**src/rtl/phc_pkg.sv**
```systemverilog
// Package: shared constants for the time counter.
// Command bit positions are decoded by software, so they are fixed here.
package phc_pkg;
    localparam int unsigned CMD_VALID_BIT  = 31;
    localparam int unsigned CMD_STROBE_LSB = 27;   // bits 27..30 are strobes
    localparam int unsigned CMD_STROBE_N   = 4;
    localparam int unsigned CMD_CLEAR_BIT  = 3;
    localparam int unsigned CMD_CORR_BIT   = 2;
    localparam int unsigned CMD_ADD_BIT    = 0;
    localparam logic [31:0] RATE_UNITY     = 32'h8000_0000;

    typedef enum logic {
        WR_ABSOLUTE = 1'b0,
        WR_RELATIVE = 1'b1
    } wr_mode_e;
endpackage

```
**src/rtl/phc_cmd_decode.sv**
```systemverilog
// Module: phc_cmd_decode
// Decodes the packed command word. It keeps the write mode and the
// correction flag. It emits a combinational clear and registered strobes.
// Assumes a command write lasts exactly one cycle of cmd_we.
module phc_cmd_decode
    import phc_pkg::*;
#(
    parameter int unsigned CMD_W = 32
) (
    input  logic                    clk,
    input  logic                    rst_n,
    input  logic                    cmd_we,
    input  logic [CMD_W-1:0]        cmd_wdata,
    output wr_mode_e                mode,
    output logic                    corr,
    output logic                    clr,
    output logic [CMD_STROBE_N-1:0] strobe
);
    logic accept;
    logic unused_cmd_bits;

    // Purpose: a command counts only when its valid flag is set.
    assign accept = cmd_we && cmd_wdata[CMD_VALID_BIT];
    assign clr    = accept && cmd_wdata[CMD_CLEAR_BIT];
    assign unused_cmd_bits = ^{cmd_wdata[CMD_STROBE_LSB-1:CMD_CLEAR_BIT+1],
                               cmd_wdata[CMD_CORR_BIT-1:CMD_ADD_BIT+1]};

    // Purpose: hold the write mode and the correction flag.
    always_ff @(posedge clk) begin
        if (!rst_n) begin
            mode <= WR_ABSOLUTE;
            corr <= 1'b1;
        end else if (accept) begin
            mode <= wr_mode_e'(cmd_wdata[CMD_ADD_BIT]);
            corr <= cmd_wdata[CMD_CORR_BIT];
        end
    end

    // Purpose: one registered one-cycle pulse per strobe bit.
    for (genvar i = 0; i < CMD_STROBE_N; i++) begin : g_strobe
        always_ff @(posedge clk) begin
            if (!rst_n) strobe[i] <= 1'b0;
            else        strobe[i] <= accept && cmd_wdata[CMD_STROBE_LSB + i];
        end
    end
endmodule

```
**src/rtl/phc_rate_accum.sv**
```systemverilog
// Module: phc_rate_accum
// Fractional phase accumulator. The rate word is fixed point with unity at
// 2^(RATE_W-1). The phase carries RATE_W-1 fraction bits. The integer part
// of phase+rate (0..2) is the tick increment for this cycle.
module phc_rate_accum
    import phc_pkg::*;
#(
    parameter int unsigned RATE_W = 32
) (
    input  logic              clk,
    input  logic              rst_n,
    input  logic              rate_we,
    input  logic [RATE_W-1:0] rate_wdata,
    input  logic              clr,
    output logic [1:0]        inc
);
    localparam int unsigned FRAC_W = RATE_W - 1;

    logic [RATE_W-1:0] rate_q;
    logic [FRAC_W-1:0] phase_q;
    logic [RATE_W:0]   sum;

    // Purpose: add the rate to the phase and split off the integer ticks.
    assign sum = {2'b00, phase_q} + {1'b0, rate_q};
    assign inc = sum[RATE_W -: 2];

    // Purpose: hold the rate word, which resets to unity.
    always_ff @(posedge clk) begin
        if (!rst_n)       rate_q <= RATE_UNITY[RATE_W-1:0];
        else if (rate_we) rate_q <= rate_wdata;
    end

    // Purpose: advance the phase, or clear it on a clear command.
    always_ff @(posedge clk) begin
        if (!rst_n || clr) phase_q <= '0;
        else               phase_q <= sum[FRAC_W-1:0];
    end
endmodule

```
**src/rtl/phc_time_count.sv**
```systemverilog
// Module: phc_time_count
// The 64-bit tick count with absolute and relative writes and a
// single-cycle snapshot register. Priority: clear, then write, then run.
module phc_time_count
    import phc_pkg::*;
#(
    parameter int unsigned CNT_W = 64
) (
    input  logic             clk,
    input  logic             rst_n,
    input  logic             clr,
    input  logic [1:0]       inc,
    input  logic             wr_en,
    input  logic [CNT_W-1:0] wr_data,
    input  wr_mode_e         mode,
    input  logic             rd_req,
    output logic [CNT_W-1:0] count,
    output logic [CNT_W-1:0] snap
);
    logic [CNT_W-1:0] inc_ext;
    logic [CNT_W-1:0] next_count;

    assign inc_ext = {{(CNT_W-2){1'b0}}, inc};

    // Purpose: choose the next count from clear, absolute, relative or run.
    always_comb begin
        if (clr)
            next_count = '0;
        else if (wr_en && mode == WR_ABSOLUTE)
            next_count = wr_data;
        else if (wr_en)
            next_count = count + inc_ext + wr_data;
        else
            next_count = count + inc_ext;
    end

    // Purpose: register the count.
    always_ff @(posedge clk) begin
        if (!rst_n) count <= '0;
        else        count <= next_count;
    end

    // Purpose: capture the whole count at once on a read request.
    always_ff @(posedge clk) begin
        if (!rst_n)      snap <= '0;
        else if (rd_req) snap <= count;
    end
endmodule

```
**src/rtl/phc_core.sv**
```systemverilog
// Module: phc_core (top)
// A rate-adjustable time counter with a packed command word, a rate word,
// absolute and relative writes, and a coherent snapshot read.
// Assumes all strobes are synchronous to clk and last one cycle.
module phc_core
    import phc_pkg::*;
#(
    parameter int unsigned CNT_W  = 64,
    parameter int unsigned RATE_W = 32,
    parameter int unsigned CMD_W  = 32
) (
    input  logic              clk,
    input  logic              rst_n,
    input  logic              cmd_we,
    input  logic [CMD_W-1:0]  cmd_wdata,
    input  logic              val_we,
    input  logic [CNT_W-1:0]  val_wdata,
    input  logic              rate_we,
    input  logic [RATE_W-1:0] rate_wdata,
    input  logic              rd_req,
    output logic [CNT_W-1:0]  tick_count,
    output logic [CNT_W-1:0]  snap_data,
    output logic              add_mode,
    output logic              corr_ts,
    output logic              sched_start,
    output logic              sched_stop,
    output logic              pin_start,
    output logic              pin_stop
);
    wr_mode_e                mode;
    logic                    clr;
    logic [1:0]              inc;
    logic [CMD_STROBE_N-1:0] strobe;

    phc_cmd_decode #(.CMD_W(CMD_W)) u_dec (
        .clk(clk), .rst_n(rst_n), .cmd_we(cmd_we), .cmd_wdata(cmd_wdata),
        .mode(mode), .corr(corr_ts), .clr(clr), .strobe(strobe)
    );

    phc_rate_accum #(.RATE_W(RATE_W)) u_rate (
        .clk(clk), .rst_n(rst_n), .rate_we(rate_we), .rate_wdata(rate_wdata),
        .clr(clr), .inc(inc)
    );

    phc_time_count #(.CNT_W(CNT_W)) u_cnt (
        .clk(clk), .rst_n(rst_n), .clr(clr), .inc(inc), .wr_en(val_we),
        .wr_data(val_wdata), .mode(mode), .rd_req(rd_req),
        .count(tick_count), .snap(snap_data)
    );

    assign add_mode    = (mode == WR_RELATIVE);
    assign sched_start = strobe[3];
    assign sched_stop  = strobe[2];
    assign pin_start   = strobe[1];
    assign pin_stop    = strobe[0];
endmodule

```
**config.mk**
```make
export PLATFORM = sky130hd
export DESIGN_NAME = phc_core
export DESIGN_NICKNAME = d
export VERILOG_FILES = /design/src/rtl/phc_pkg.sv /design/src/rtl/phc_cmd_decode.sv /design/src/rtl/phc_rate_accum.sv /design/src/rtl/phc_time_count.sv /design/src/rtl/phc_core.sv
export SDC_FILE = /design/constraint.sdc
export NUM_CORES = 1
export LEC_CHECK = 0
export ABC_CLOCK_PERIOD_IN_PS = 8300
export BUFFER_PORTS_ARGS = -buffer_cell sky130_fd_sc_hd__buf_2
export CAP_MARGIN = 10
export CORE_MARGIN = 2
export CORE_UTILIZATION = 30
export DETAILED_ROUTE_END_ITERATION = 7
export GPL_TIMING_DRIVEN = 0
export MAX_ROUTING_LAYER = met4
export PLACE_DENSITY_LB_ADDON = 0.08
export REMOVE_ABC_BUFFERS = 1
export SYNTH_ARGS = -nofsm -noshare
export SYNTH_HDL_FRONTEND = slang
export SYNTH_SLANG_ARGS = --single-unit
```
**constraint.sdc**
```tcl
create_clock -name clk -period 8.3 [get_ports clk]
set_input_delay 0.83 -clock clk [delete_from_list [all_inputs] [get_ports clk]]
set_output_delay 0.83 -clock clk [all_outputs]
set_load 0.05 [all_outputs]
```
After elaboration in Yosys (flattened, before gate mapping)
Cells that the tools add are included.
{"block": "op_classes", "addsub": 3, "mux": 2, "n_bitwise": 2, "reduce_logical": 10}
{"op": "$mux W64", "n": 2}
{"op": "$add A64 B2 Y64", "n": 1}
{"op": "$add A64 B64 Y64", "n": 1}
{"op": "$add A31 B32 Y33", "n": 1}
{"op": "$logic_and A1 B1 Y1", "n": 7}
{"op": "$not A1 Y1", "n": 2}
{"op": "$reduce_or A2 Y1", "n": 1}
{"op": "$logic_not A1 Y1", "n": 1}
{"op": "$logic_or A1 B1 Y1", "n": 1}
{"block": "word_totals", "reg_bits": 197, "in_bits": 134, "output_inout_bits": 134, "elab_cells": 27}

Logic depth before layout (Yosys ltp)
Gate-level depths: netlist (run 1).
{"block": "depth", "ltp_word": 5, "mapped_depth": 35}

Modules after synthesis
A second synthesis (run 1) with hierarchy kept.
{"block": "hier_totals", "hier_cells": 1703, "hier_area_um2": 14013.4}
{"mod": "phc_time_count", "n_inst": 1, "cells_per_inst": 1295, "area_each_um2": 10254.8, "seq_area_each_um2": 2562.5}
{"mod": "phc_rate_accum", "n_inst": 1, "cells_per_inst": 390, "area_each_um2": 3565.9, "seq_area_each_um2": 1261.2}
{"mod": "phc_cmd_decode", "n_inst": 1, "cells_per_inst": 18, "area_each_um2": 192.7, "seq_area_each_um2": 120.1}

Worst setup path after synthesis (run 1)
No wires, ideal clock.
{"block": "synth_timing", "kind": "register to register", "start": "register u_rate.phase_q[11]", "end": "register u_cnt.count[61]", "setup_ps": 70, "arrival_ps": 6914, "path_slack_ps": 1316, "stages_incl_launch_ff": 32, "cell_sequence": "dfxtp_1 -> ha_1 -> a21o_1 -> a21o_1 -> a21oi_1 -> o21ai_0 -> a31o_2 -> o31a_1 -> o211a_1 -> nor3_1 -> o21ai_0 -> a21oi_1 -> xnor2_1 -> ha_1 -> inv_1 -> fa_1 -> nor4b_2 -> and4_1 -> nand3_1 -> or3_1 -> clkbuf_1 -> xnor2_1 -> ha_1 -> and3_1 -> nand2_1 -> or3_1 -> or4_1 -> a21oi_1 -> o21ai_0 -> nor4_1 -> mux2_2 -> a21oi_1"}
{"block": "synth_via", "elab_chain_len": 5}
{"element": "start: declaration", "line_no": "phc_rate_accum.sv:20", "source": "logic [FRAC_W-1:0] phase_q;"}
{"element": "start signal: assignment", "line_no": "phc_rate_accum.sv:36", "source": "else phase_q <= sum[FRAC_W-1:0];"}
{"element": "$add A31 B32 Y33 (*)", "line_no": "phc_rate_accum.sv:24", "source": "assign sum = {2'b00, phase_q} + {1'b0, rate_q};"}
{"element": "$add A64 B2 Y64 (*)", "line_no": "phc_time_count.sv:32, phc_time_count.sv:34"}
{"element": "$add A64 B64 Y64", "line_no": "phc_time_count.sv:32", "source": "next_count = count + inc_ext + wr_data;"}
{"element": "$mux W64 (*)", "line_no": "phc_time_count.sv:31", "source": "else if (wr_en)"}
{"element": "$mux W64 (*)", "line_no": "phc_time_count.sv:29", "source": "else if (wr_en && mode == WR_ABSOLUTE)"}
{"element": "end signal: assignment", "line_no": "phc_time_count.sv:40", "source": "else count <= next_count;"}
{"element": "end: declaration", "line_no": "phc_time_count.sv:17", "source": "output logic [CNT_W-1:0] count,"}
Mark *: on every way between the ends. The rest lies on a longest branch, timed or not.
A chain may end at the register's enable or synchronous reset.

Final worst setup path (run 1)
{"block": "layout_timing", "start": "register u_rate.rate_q[11]", "end": "register u_cnt.count[61]"}
{"block": "layout_via", "elab_chain_len": 5}
{"element": "start: declaration", "line_no": "phc_rate_accum.sv:19", "source": "logic [RATE_W-1:0] rate_q;"}
{"element": "start signal: assignment", "line_no": "phc_rate_accum.sv:29", "source": "if (!rst_n) rate_q <= RATE_UNITY[RATE_W-1:0];"}
{"element": "start signal: assignment", "line_no": "phc_rate_accum.sv:30", "source": "else if (rate_we) rate_q <= rate_wdata;"}
{"element": "$add A31 B32 Y33 (*)", "line_no": "phc_rate_accum.sv:24"}
{"element": "$add A64 B2 Y64 (*)", "line_no": "phc_time_count.sv:32, phc_time_count.sv:34"}
{"element": "$add A64 B64 Y64", "line_no": "phc_time_count.sv:32"}
{"element": "$mux W64 (*)", "line_no": "phc_time_count.sv:31"}
{"element": "$mux W64 (*)", "line_no": "phc_time_count.sv:29"}
Marks and branches as above.

==> impl_results.md, run 1 <==
* Synth unique cells at 67
* Cts bufs inserted at 17
* Share of the synthesized area in the top cell type at 0.290
* Core Area at 45,100 um2
* Post-Syn Area at 13,600 um2
* Max Cap Viol at 0
* DP HPWL at 34,600 um
* GRT met2 Usage at 0.314
* Initial DRT Pass Iterations at 6
* IO Pins at 268
* Post-route ant nets at 0
* CP max-delay cell: or4_1
* DRC viols at 0
* Worst-Margin Slew at 1.20 ns
* Sequential area share after synthesis at 0.290
* Top FF cell, synth: dfxtp_1
* Global-route wire length before repair at 69,600 um
* Kind of cell adding the most delay to the critical path: simple AND/OR/NAND/NOR gates
* Most frequent CP cell: a21oi_1
* Met3 usage in global routing at 0.0275
* Minimum clock period at 7.80 ns
* Layout cell share with drive strength beyond 1 at 0.180
* Clk Latency, worst-skew pair at 0.51 ns
* CP Buf/Inv Count at 2
* Peak VDD IR at 0.135 mV
* Nets at 2,090
* Worst reg-to-reg setup slack at 0.50 ns
* Area growth, synth to finish at 19.2%
* Clock Skew at 0.0135 ns
* CTS H-tree depth at 4
* Clock-pin slew on the worst setup and hold paths at 0.08 ns
* Final setup viols at 0
* Row Count at 78
* Final Util at 0.360
* Final WL at 45,100 um
* Design area at 16,200 um2
* Register bit total from synthesis at 197
* Die width at 217 um
* GRT overflow at 0
* Final hold vios at 0
* Power per cell area at 169 nW/um2
* Via count of the first global-routing pass at 12,100
* Avg Vias per Cell at 5.01
* Type of origin of the critical path: flop
* Die Area at 47,100 um2
* CP max stage delay at 0.50 ns
* RR Startpoint: u_rate.rate_q[11]
* Clock Path Buffers at 2
* HP Start: u_dec.corr
* IO buf count at 243
* CP arrival at 8.23 ns
* Status: complete, no violations
* Mean Syn Cell Area at 8.19 um2
* Wirelength per Cell at 18.3 um
* Synth top area cells: dfxtp_1 29%, ha_1 9.2%, mux2i_1 8.7%
* Ant. Diodes at 0
* Hold Path Depth at 2
* Max Transition Viols Final at 0
* Ys async rst share at 0
* Warnings from Yosys at 0
* Yosys top cell by area: dfxtp_1
* CTS tree: done
* R2R cell count at 31
* Static Leak at 0.00740 uW
* Die span in y at 217 um
* Met1 Track Usage GR at 0.260
* Fin crit share at 0.939
* Initial DRC count at 602
* Gr usage total at 0.198
* GPL Wtd Cong at 0.909
* Largest net degree at the start of global routing at 65
* Crit path max fanout at 7
* Initial Utilization at 0.302
* Reg-to-reg endpoint: u_cnt.count[61]
* F_max at 128 MHz
* Hold Path Class: reg2reg
* RSZ-0062 raised after global routing: no
* Most used routing layer: met2
* Cells after Synth at 1,662
* Post-DP Area at 15,400 um2
* Clock sink count at 197
* Root Buffer: clkbuf_16
* Critical setup path kind: reg2reg
* Slew headroom at 0.194
* Antenna violations before repair at 1
* Hold Path Sink: u_dec.corr
* Required time of the worst setup path at 8.74 ns
* Vias at 12,400
* Crit. End Element: flop
* EDFF count, synth at 0
-- worst max-delay path by stage --
stage | from | cells past startpoint | slack (ns) | end
floorplan | u_rate.phase_q[11] | 30 | 1.36 | u_cnt.count[61]
global placement | u_rate.rate_q[0] | 32 | -0.91 | u_cnt.count[63]
detailed placement | u_rate.rate_q[0] | 32 | -0.76 | u_cnt.count[63]
CTS | u_rate.rate_q[6] | 33 | 0.05 | u_cnt.count[50]
global route | u_rate.rate_q[11] | 33 | 0.01 | u_cnt.count[62]
finish | u_rate.rate_q[11] | 31 | 0.50 | u_cnt.count[61]
-- layer usage --
| layer | vias up | share of wire |
|---|---|---|
| li1 | 6293 | - |
| met1 | 5799 | 0.49 |
| met2 | 226 | 0.46 |
| met3 | 32 | 0.034 |
| met4 | 0 | 0.015 |
| met5 | - | 0 |
-- sequential cells by signal (all words and copies together), names as in the netlist --
register        flops
u_dec.corr          1
u_rate.rate_q      32
u_dec.strobe        4
u_dec.mode          1
u_cnt.count        64
u_cnt.snap         64
u_rate.phase_q     31
-- report_power, final --
part / switching, uW / leakage [uW] / internal (uW)
registers: 61.0 / 0.00162 / 1010
logic: 529 / 0.00550 / 307
clock network: 445 / 0.000281 / 397
total: 1030 / 0.00740 / 1710
-- through the flow --
stage	setup WS, ns	power [uW]	hold slack, ns	std cells	setup TNS, ns
floorplan	1.36	1660	0.485	1578	0
global placement	-0.908	1900	0.463	2421	-7.71
detailed placement	-0.755	1910	0.469	2428	-5.20
CTS	0.0525	2780	0.491	2461	0
global route	0.0105	2910	0.529	2465	0
finish	0.503	2740	0.484	2465	0
-- cell type report --
cell class	count	area, um2
Fill cell	4852	28900
Clock inverter	14	139
Inverter	38	143
Clock buffer	17	425
Tap cell	600	751
Multi-Input combinational cell	1343	9400
Sequential cell	197	3950
Timing Repair Buffer	256	1430
-- synthesized netlist by cell type (53+ instances only) --
cell / count
nor2_1: 129
clkbuf_1: 72
xnor2_1: 88
a21oi_1: 138
mux2i_1: 118
dfxtp_1: 197
ha_1: 100
o21ai_0: 103
nor2b_1: 111
a21o_1: 53
nand2_1: 134
xor2_1: 53
-- worst min-delay path: cells and delay by family, from the launching register on --
| kind | cells | cell delay, ns |
|---|---|---|
| flip-flops | 1 | 0.33 |
| AND/OR/NAND/NOR | 1 | 0.06 |
| multiplexers | 1 | 0.07 |
-- logic make-up after synthesis --
group	after synthesis	share of synthesized area
compound gates	441	0.203
xor+xnor	141	0.0907
fa+ha+maj	103	0.0963
buf+inv	122	0.0343
flops	197	0.290
mux	119	0.0876
simple gates	539	0.199
-- timing repair --
action | in CTS | in global routing
gates resized for setup | 10 | 29
pin swaps | 1 | 5
setup endpoints to repair | 18 | 13
setup buffers | 2 | 4
hold buffers | 0 | 0
-- layout by cell type (no fill, tap or decap), types with 17 or more instances in the layout --
cell and instances:
inv_1 38, nor2_1 128, mux2i_1 118, a21o_1 53
clkbuf_16 17, buf_2 240, o21ai_0 100, nand2_1 133
xor2_1 52, nand3_1 37, nand4_1 24, and3_1 24
nor2b_1 111, ha_1 97, a21oi_1 136, xnor2_1 87
a211oi_1 31, dfxtp_1 196, nor3_1 22, o21bai_1 25
(Power assumes the default switching activity.)
==> inputs of run 2 (changes only) <==
--- a/config.mk
+++ b/config.mk
@@ -13,7 +13,6 @@
 export DETAILED_ROUTE_END_ITERATION = 7
 export GPL_TIMING_DRIVEN = 0
 export MAX_ROUTING_LAYER = met4
-export PLACE_DENSITY_LB_ADDON = 0.08
 export REMOVE_ABC_BUFFERS = 1
 export SYNTH_ARGS = -nofsm -noshare
 export SYNTH_HDL_FRONTEND = slang
==> run 2 against run 1 <==
Compared with the run above: via count grew 2.2%; sequential power is essentially flat; wire length shrank 5.2%; combinational power shrank 2%; clock-buffer cell count grew 4; clock power grew 2.7%; non-clock buffer count shrank 6; sequential cell count is the same; critical path depth grew 2; core utilization shrank 0.25 points; setup slack lost 0.11 ns; critical endpoint is now u_cnt.count[62]; largest cell class unchanged; largest power group unchanged.
==> impl_results.md, run 2 (same netlist as run 1, synthesis figures left out) <==
* Final setup viols at 0 (unchanged)
* Gr usage total at 0.186 (was 0.198)
* Clock sink count at 197 (unchanged)
* Vias at 12,600 (was 12,400)
* Clock-pin slew on the worst setup and hold paths at 0.08 ns (about the same)
* GPL Wtd Cong at 0.945 (was 0.909)
* Seq pwr share at 0.388 (was 0.389)
* Largest registers: u_cnt.count x64, u_cnt.snap x64, u_rate.rate_q x32 (unchanged)
* Peak VDD IR at 0.134 mV (was 0.135 mV)
* Avg Vias per Cell at 5.11 (was 5.01)
* Power per cell area at 171 nW/um2 (was 169 nW/um2)
* Wirelength per Cell at 17.3 um (was 18.3 um)
* Filler cells at 4,698 (was 4,852)
* Required time of the worst setup path at 8.65 ns (was 8.74 ns)
* Minimum clock period at 7.90 ns (was 7.80 ns)
* Switching pwr at 1010 uW (was 1030 uW)
* Final WL at 42,700 um (was 45,100 um)
* Antenna violations before repair at 6 (was 1)
* IO Pins at 268 (unchanged)
* CP max stage delay at 0.46 ns (was 0.50 ns)
* Static Leak at 0.00735 uW (was 0.00740 uW)
* Die width at 217 um (unchanged)
* Crit. End Element: flop (unchanged)
* Global-route wire length before repair at 66,300 um (was 69,600 um)
* F_max at 127 MHz (was 128 MHz)
* Sequential Area at 3950 um2 (unchanged)
* Slew headroom at 0.274 (was 0.194)
* Cts bufs inserted at 17 (unchanged)
* Initial DRC count at 759 (was 602)
* PnR worst setup slack at 0.396 ns (was 0.503 ns)
* Initial Utilization at 0.302 (unchanged)
* Via count of the first global-routing pass at 12,000 (was 12,100)
* Worst-Margin Slew at 1.08 ns (was 1.20 ns)
* Most common cell after layout, fill and taps aside: buf_2 (unchanged)
* Clk pwr share at 0.314 (was 0.307)
* Die Area at 47,100 um2 (unchanged)
* Clock Path Buffers at 2 (unchanged)
* Pre-CTS setup slack at -0.438 ns (was -0.755 ns)
* Hold buffers post-CTS at 0 (unchanged)
* CP arrival at 8.25 ns (was 8.23 ns)
* Layout cell share with drive strength beyond 1 at 0.169 (was 0.180)
* Clock Skew at 0.0206 ns (was 0.0135 ns)
* Final hold vios at 0 (unchanged)
* Crit path max fanout at 7 (unchanged)
* Status: complete, no violations (unchanged)
* DP HPWL at 32,300 um (was 34,600 um)
* Critical setup path kind: reg2reg (unchanged)
* Most frequent CP cell: a21oi_1 (unchanged)
* Initial DRT Pass Iterations at 5 (was 6)
* Comb power frac at 0.298 (was 0.305)
* Core Area at 45,100 um2 (unchanged)
* Post-route ant nets at 0 (unchanged)
* IO buf count at 243 (unchanged)
* Fin crit share at 0.952 (was 0.939)
* Largest net degree at the start of global routing at 78 (was 65)
* Nets at 2,084 (was 2,090)
* Commonest non-fill, non-tap cells in the layout: 240 x buf_2, 196 x dfxtp_1, 137 x a21oi_1 (was 240 x buf_2, 196 x dfxtp_1, 136 x a21oi_1)
* Final setup TNS at 0 ns (unchanged)
* GRT overflow at 0 (unchanged)
* Max Cap Viol at 0 (unchanged)
* Type of origin of the critical path: flop (unchanged)
* Root Buffer: clkbuf_16 (unchanged)
* CTS H-tree depth at 4 (unchanged)
* Die span in y at 217 um (unchanged)
* Area growth, synth to finish at 18.4% (was 19.2%)
* RSZ-0062 raised after global routing: no (unchanged)
* Int Pwr at 1740 uW (was 1710 uW)
* Max Transition Viols Final at 0 (unchanged)
* Multi-input gate area at 9300 um2 (was 9400 um2)
* Clk Latency, worst-skew pair at 0.50 ns (was 0.51 ns)
* CP max-delay cell: fa_1 (was or4_1)
* DRC viols at 0 (unchanged)
* Row Count at 78 (unchanged)
* CTS tree: done (unchanged)
* Switching Share at 0.367 (was 0.377)
* Hold Path Class: reg2reg (unchanged)
run 2: cell types whose count changed in the layout (fill, tap and decap cells not counted), moves of 2 or more:
cell,change
buf_4,-4
clkbuf_8,+3
clkinv_4,-2
clkinv_8,-2
clkinvlp_4,+4
diode_2,+8
ha_1,+3
ha_2,-2
inv_6,-2
nor3_1,+2
run 2: area by class of cell:
class | count | share of cell area
clock buffers | 21 | 0.0305
multi-input cells | 1343 | 0.577
repair buffers | 250 | 0.0849
diodes | 8 | 0.00124
clock inverters | 11 | 0.00629
flip-flops and latches | 197 | 0.245
inverters | 38 | 0.00885
well taps | 600 | 0.0466
run 2: routing by layer:
layer	part of all wire	wire (um)	GRT usage	vias to the layer above
met5	0	0	-	-
met4	0.026	1120	0.0781	0
met3	0.051	2160	0.0370	58
met2	0.46	19500	0.290	326
met1	0.47	20000	0.234	5944
li1	-	-	-	6294
run 2: critical path, delay by kind of cell, from the launching register on:
family | cells | cell delay [ns]
compound gates | 18 | 3.89
fa+ha+maj | 4 | 1.35
simple gates | 6 | 1.35
xor+xnor | 3 | 0.54
flops | 1 | 0.33
buf+inv | 2 | 0.24
run 2: path summary, 6_finish.rpt:
kind                          start              end  slack (ns)  cells past startpoint
setup / recovery  u_rate.rate_q[11]  u_cnt.count[62]        0.40                     33
hold / removal           u_dec.corr       u_dec.corr        0.49                      2
setup reg to reg  u_rate.rate_q[11]  u_cnt.count[62]        0.40                     33
hold reg to reg          u_dec.corr       u_dec.corr        0.49                      2
run 2: repair_timing:
item / in CTS / in global routing
buffers inserted: 0 / 2
pin swaps: 0 / 2
resized for setup: 3 / 15
endpoints found under the setup margin: 9 / 16
run 2: stage by stage:
step | cell area (um2) | power [uW] | hold WS [ns] | std cells | util
after CTS | 16000 | 2780 | 0.482 | 2458 | 0.355
after floorplan | 13300 | 1660 | 0.485 | 1578 | -
after global placement | 15300 | 1880 | 0.451 | 2421 | 0.338
final | 16100 | 2750 | 0.486 | 2468 | 0.358
after detailed placement | 15400 | 1900 | 0.462 | 2426 | 0.342
after global routing | 16100 | 2900 | 0.501 | 2466 | 0.357
run 2: power by group through the flow:
stage          Combinational, uW  Clock, uW  Sequential (uW)
4_1_cts                      814        902             1070
2_1_floorplan                458          0             1200
6_report                     820        864             1070
5_1_grt                      895        927             1080
3_5_place_dp                 808          0             1090
3_3_place_gp                 795          0             1090
==> inputs of run 3 (changes only) <==
--- a/config.mk
+++ b/config.mk
@@ -5,9 +5,11 @@
 export SDC_FILE = /design/constraint.sdc
 export NUM_CORES = 1
 export LEC_CHECK = 0
+export ABC_AREA = 1
 export ABC_CLOCK_PERIOD_IN_PS = 8300
 export BUFFER_PORTS_ARGS = -buffer_cell sky130_fd_sc_hd__buf_2
 export CAP_MARGIN = 10
+export CORE_ASPECT_RATIO = 1.25
 export CORE_MARGIN = 2
 export CORE_UTILIZATION = 30
 export DETAILED_ROUTE_END_ITERATION = 7
==> run 3 against run 2 <==
Compared with the run above: clock power grew 3.6%; sequential cell count is the same; core utilization shrank 0.40 points; non-clock buffer count shrank 2; sequential power is essentially flat; fmax grew 17%; global-route usage grew 7.1 points; final cell count grew 54%.
==> impl_results.md, run 3 <==
* Die Area at 56,700 um2 (was 47,100 um2)
* Clock Skew at 0.0269 ns (was 0.0206 ns)
* Seq pwr share at 0.363 (was 0.388)
* Antenna violations before repair at 1 (was 6)
* Synth unique cells at 46 (was 67)
* Status: complete, no violations (unchanged)
* Initial Utilization at 0.305 (was 0.302)
* Synth top area cells: dfxtp_1 24%, nand2_1 20%, inv_1 10% (was dfxtp_1 29%, ha_1 9.2%, mux2i_1 8.7%)
* Int Pwr at 1770 uW (was 1740 uW)
* Power per cell area at 158 nW/um2 (was 171 nW/um2)
* Peak VDD IR at 0.134 mV (about the same)
* Wirelength per Cell at 18.6 um (was 17.3 um)
* Most common cell after layout, fill and taps aside: nand2_1 (was buf_2)
* Post-CTS setup buffer count at 0 (unchanged)
* F_max at 148 MHz (was 127 MHz)
* Post-DP Area at 18,500 um2 (was 15,400 um2)
* CP Buf/Inv Count at 8 (was 2)
* IO buf count at 243 (unchanged)
* Initial DRC count at 1,289 (was 759)
* Switching pwr at 1240 uW (was 1010 uW)
* Commonest non-fill, non-tap cells in the layout: 886 x nand2_1, 440 x inv_1, 369 x nor2_1 (was 240 x buf_2, 196 x dfxtp_1, 137 x a21oi_1)
* Area growth, synth to finish at 16.1% (was 18.4%)
* IO Pins at 268 (unchanged)
* Compound-Gate Fraction of Synth Area at 0.139 (was 0.203)
* Vias at 18,500 (was 12,600)
* Most frequent CP cell: nand2_1 (was a21oi_1)
* Gr usage total at 0.257 (was 0.186)
* Clk pwr share at 0.297 (was 0.314)
* DP HPWL at 57,900 um (was 32,300 um)
* Via count of the first global-routing pass at 17,600 (was 12,000)
* Minimum clock period at 6.74 ns (was 7.90 ns)
* Cts bufs inserted at 17 (unchanged)
* Xor/xnor share of the synthesized area at 0.0308 (was 0.0907)
* Synth top cells by count: 887 x nand2_1, 441 x inv_1, 370 x nor2_1 (was 197 x dfxtp_1, 138 x a21oi_1, 134 x nand2_1)
* Largest family of logic cells by synthesized area: simple AND/OR/NAND/NOR gates (was compound AO/OA/AOI/OAI gates)
* Layout cell share with drive strength beyond 1 at 0.111 (was 0.169)
* Clock-pin slew on the worst setup and hold paths at 0.07 ns (was 0.08 ns)
* Post-route ant nets at 0 (unchanged)
* Sequential area share after synthesis at 0.240 (was 0.290)
* Comb power frac at 0.340 (was 0.298)
* Critical setup path kind: reg2reg (unchanged)
* RSZ-0062 raised after global routing: no (unchanged)
* Largest net degree at the start of global routing at 101 (was 78)
* Placed Cells incl. Taps at 3,769 (was 2,426)
* Post_cts resized at 0 (was 3)
* Post-Syn Area at 16,400 um2 (was 13,600 um2)
* GPL Wtd Cong at 0.998 (was 0.945)
* Fin crit share at 0.812 (was 0.952)
* Nets at 3,298 (was 2,084)
* Crit path max fanout at 5 (was 7)
* Final hold vios at 0 (unchanged)
* Root Buffer: clkbuf_16 (unchanged)
* Die width at 213 um (was 217 um)
* Top FF cell, synth: dfxtp_1 (unchanged)
* CP max-delay cell: nor2_1 (was fa_1)
* Max Transition Viols Final at 0 (unchanged)
* Static Leak at 0.0100 uW (was 0.00735 uW)
* Clock sink count at 197 (unchanged)
* EDFF count, synth at 0 (unchanged)
* Largest registers: u_cnt.count x64, u_cnt.snap x64, u_rate.rate_q x32 (unchanged)
* DRC viols at 0 (unchanged)
* Switching Share at 0.412 (was 0.367)
* Design area at 19,100 um2 (was 16,100 um2)
* Worst-Margin Slew at 1.11 ns (was 1.08 ns)
* GRT overflow at 0 (unchanged)
* Final setup viols at 0 (unchanged)
* Crit. End Element: flop (unchanged)
* Max Cap Viol at 0 (unchanged)
* Clk Latency, worst-skew pair at 0.51 ns (was 0.50 ns)
* Final WL at 70,700 um (was 42,700 um)
* Hold buffers post-CTS at 0 (unchanged)
* Required time of the worst setup path at 8.68 ns (was 8.65 ns)
* Yosys top cell by area: dfxtp_1 (unchanged)
* Mux cell area share after synthesis at 0 (was 0.0876)
* CP max stage delay at 0.60 ns (was 0.46 ns)
* Non-filler cells, final at 3,802 (was 2,468)
* Share of the synthesized area in the top cell type at 0.240 (was 0.290)
* Simple-gate portion of the synthesized area at 0.395 (was 0.199)
* Slew headroom at 0.258 (was 0.274)
* Type of origin of the critical path: flop (unchanged)
* Global-route wire length before repair at 104,000 um (was 66,300 um)
* CTS H-tree depth at 4 (unchanged)
* Avg Vias per Cell at 4.87 (was 5.11)
* Core Area at 54,000 um2 (was 45,100 um2)
* Clock Path Buffers at 2 (unchanged)
* Synth Area in Adders at 0.0798 (was 0.0963)
* Initial DRT Pass Iterations at 5 (unchanged)
* Final Util at 0.353 (was 0.358)
* Most common cell in the netlist: nand2_1 (was dfxtp_1)
* Cells after Synth at 2,853 (was 1,662)
* Filler cells at 6,244 (was 4,698)
* Final setup TNS at 0 ns (unchanged)
* Register bit total from synthesis at 197 (unchanged)
* Warnings from Yosys at 0 (unchanged)
* CTS tree: done (unchanged)
* Ys async rst share at 0 (unchanged)
* CP arrival at 7.12 ns (was 8.25 ns)
* Mean Syn Cell Area at 5.76 um2 (was 8.19 um2)
* Kind of cell adding the most delay to the critical path: simple AND/OR/NAND/NOR gates (was compound AO/OA/AOI/OAI gates)
* Row Count at 95 (was 78)
* Die span in y at 266 um (was 217 um)
* Hold Path Class: reg2reg (unchanged)
[run 3: changes by cell type after synthesis, moves of 81 or more]
cell     change
inv_1      +403
mux2i_1    -118
nand2_1    +753
nand3_1    +121
nor2_1     +241
nor2b_1    -111
xnor2_1     -81
[run 3: path summary, 6_finish.rpt]
path,startpoint,endpoint,slack (ns),cells after the start
worst min-delay path,u_cnt.snap[37],u_cnt.snap[37],0.49,2
worst max-delay path,u_rate.rate_q[0],u_cnt.count[56],1.56,34
worst min register to register,u_cnt.snap[37],u_cnt.snap[37],0.49,2
worst max register to register,u_rate.rate_q[0],u_cnt.count[56],1.56,34
[run 3: cells by family (layout without fill, tap and decap cells)]
| kind of cell | count (synthesis) | count (layout) |
|---|---|---|
| other | 0 | 1 |
| AO/OA/AOI/OAI | 418 | 418 |
| flip-flops | 197 | 197 |
| adder cells (fa/ha/maj) | 103 | 103 |
| buffers and inverters | 506 | 727 |
| AND/OR/NAND/NOR | 1573 | 1573 |
| XOR/XNOR | 56 | 56 |
[run 3: through the flow]
step / power (uW) / hold slack, ns / setup slack [ns]
2_1_floorplan: 1790 / 0.467 / 3.45
3_3_place_gp: 2120 / 0.460 / -0.781
3_5_place_dp: 2120 / 0.476 / 1.69
4_1_cts: 3020 / 0.498 / 1.66
5_1_grt: 3170 / 0.510 / 1.19
6_report: 3010 / 0.494 / 1.56
[run 3: metal layers]
| metal | GRT usage | up-vias | part of all wire |
|---|---|---|---|
| met5 | - | - | 0 |
| met4 | 0.138 | 0 | 0.058 |
| met3 | 0.0305 | 145 | 0.055 |
| met2 | 0.429 | 592 | 0.48 |
| met1 | 0.300 | 8395 | 0.41 |
| li1 | - | 9399 | - |
[run 3: layout make-up]
class / count / area (um2) / area share
Sequential cell: 197 / 3940 / 0.207
Multi-Input combinational cell: 2150 / 10600 / 0.556
Antenna cell: 1 / 2.50 / 0.000131
Timing Repair Buffer: 248 / 1340 / 0.0704
Inverter: 447 / 1680 / 0.0880
Clock inverter: 13 / 161 / 0.00846
Tap cell: 727 / 910 / 0.0477
Clock buffer: 19 / 433 / 0.0227
[run 3: power by group through the flow]
stage | registers (uW) | clock network (uW) | logic, uW
5_1_grt | 1100 | 948 | 1130
2_1_floorplan | 1240 | 0 | 544
3_3_place_gp | 1110 | 0 | 1010
3_5_place_dp | 1110 | 0 | 1010
6_report | 1090 | 895 | 1020
4_1_cts | 1090 | 913 | 1010
[run 3: worst min-delay path, cell delays in order, from the launching register on]
cell and delay (ns):
dfxtp_1 0.32, o21ai_0 0.07, nor2_1 0.07
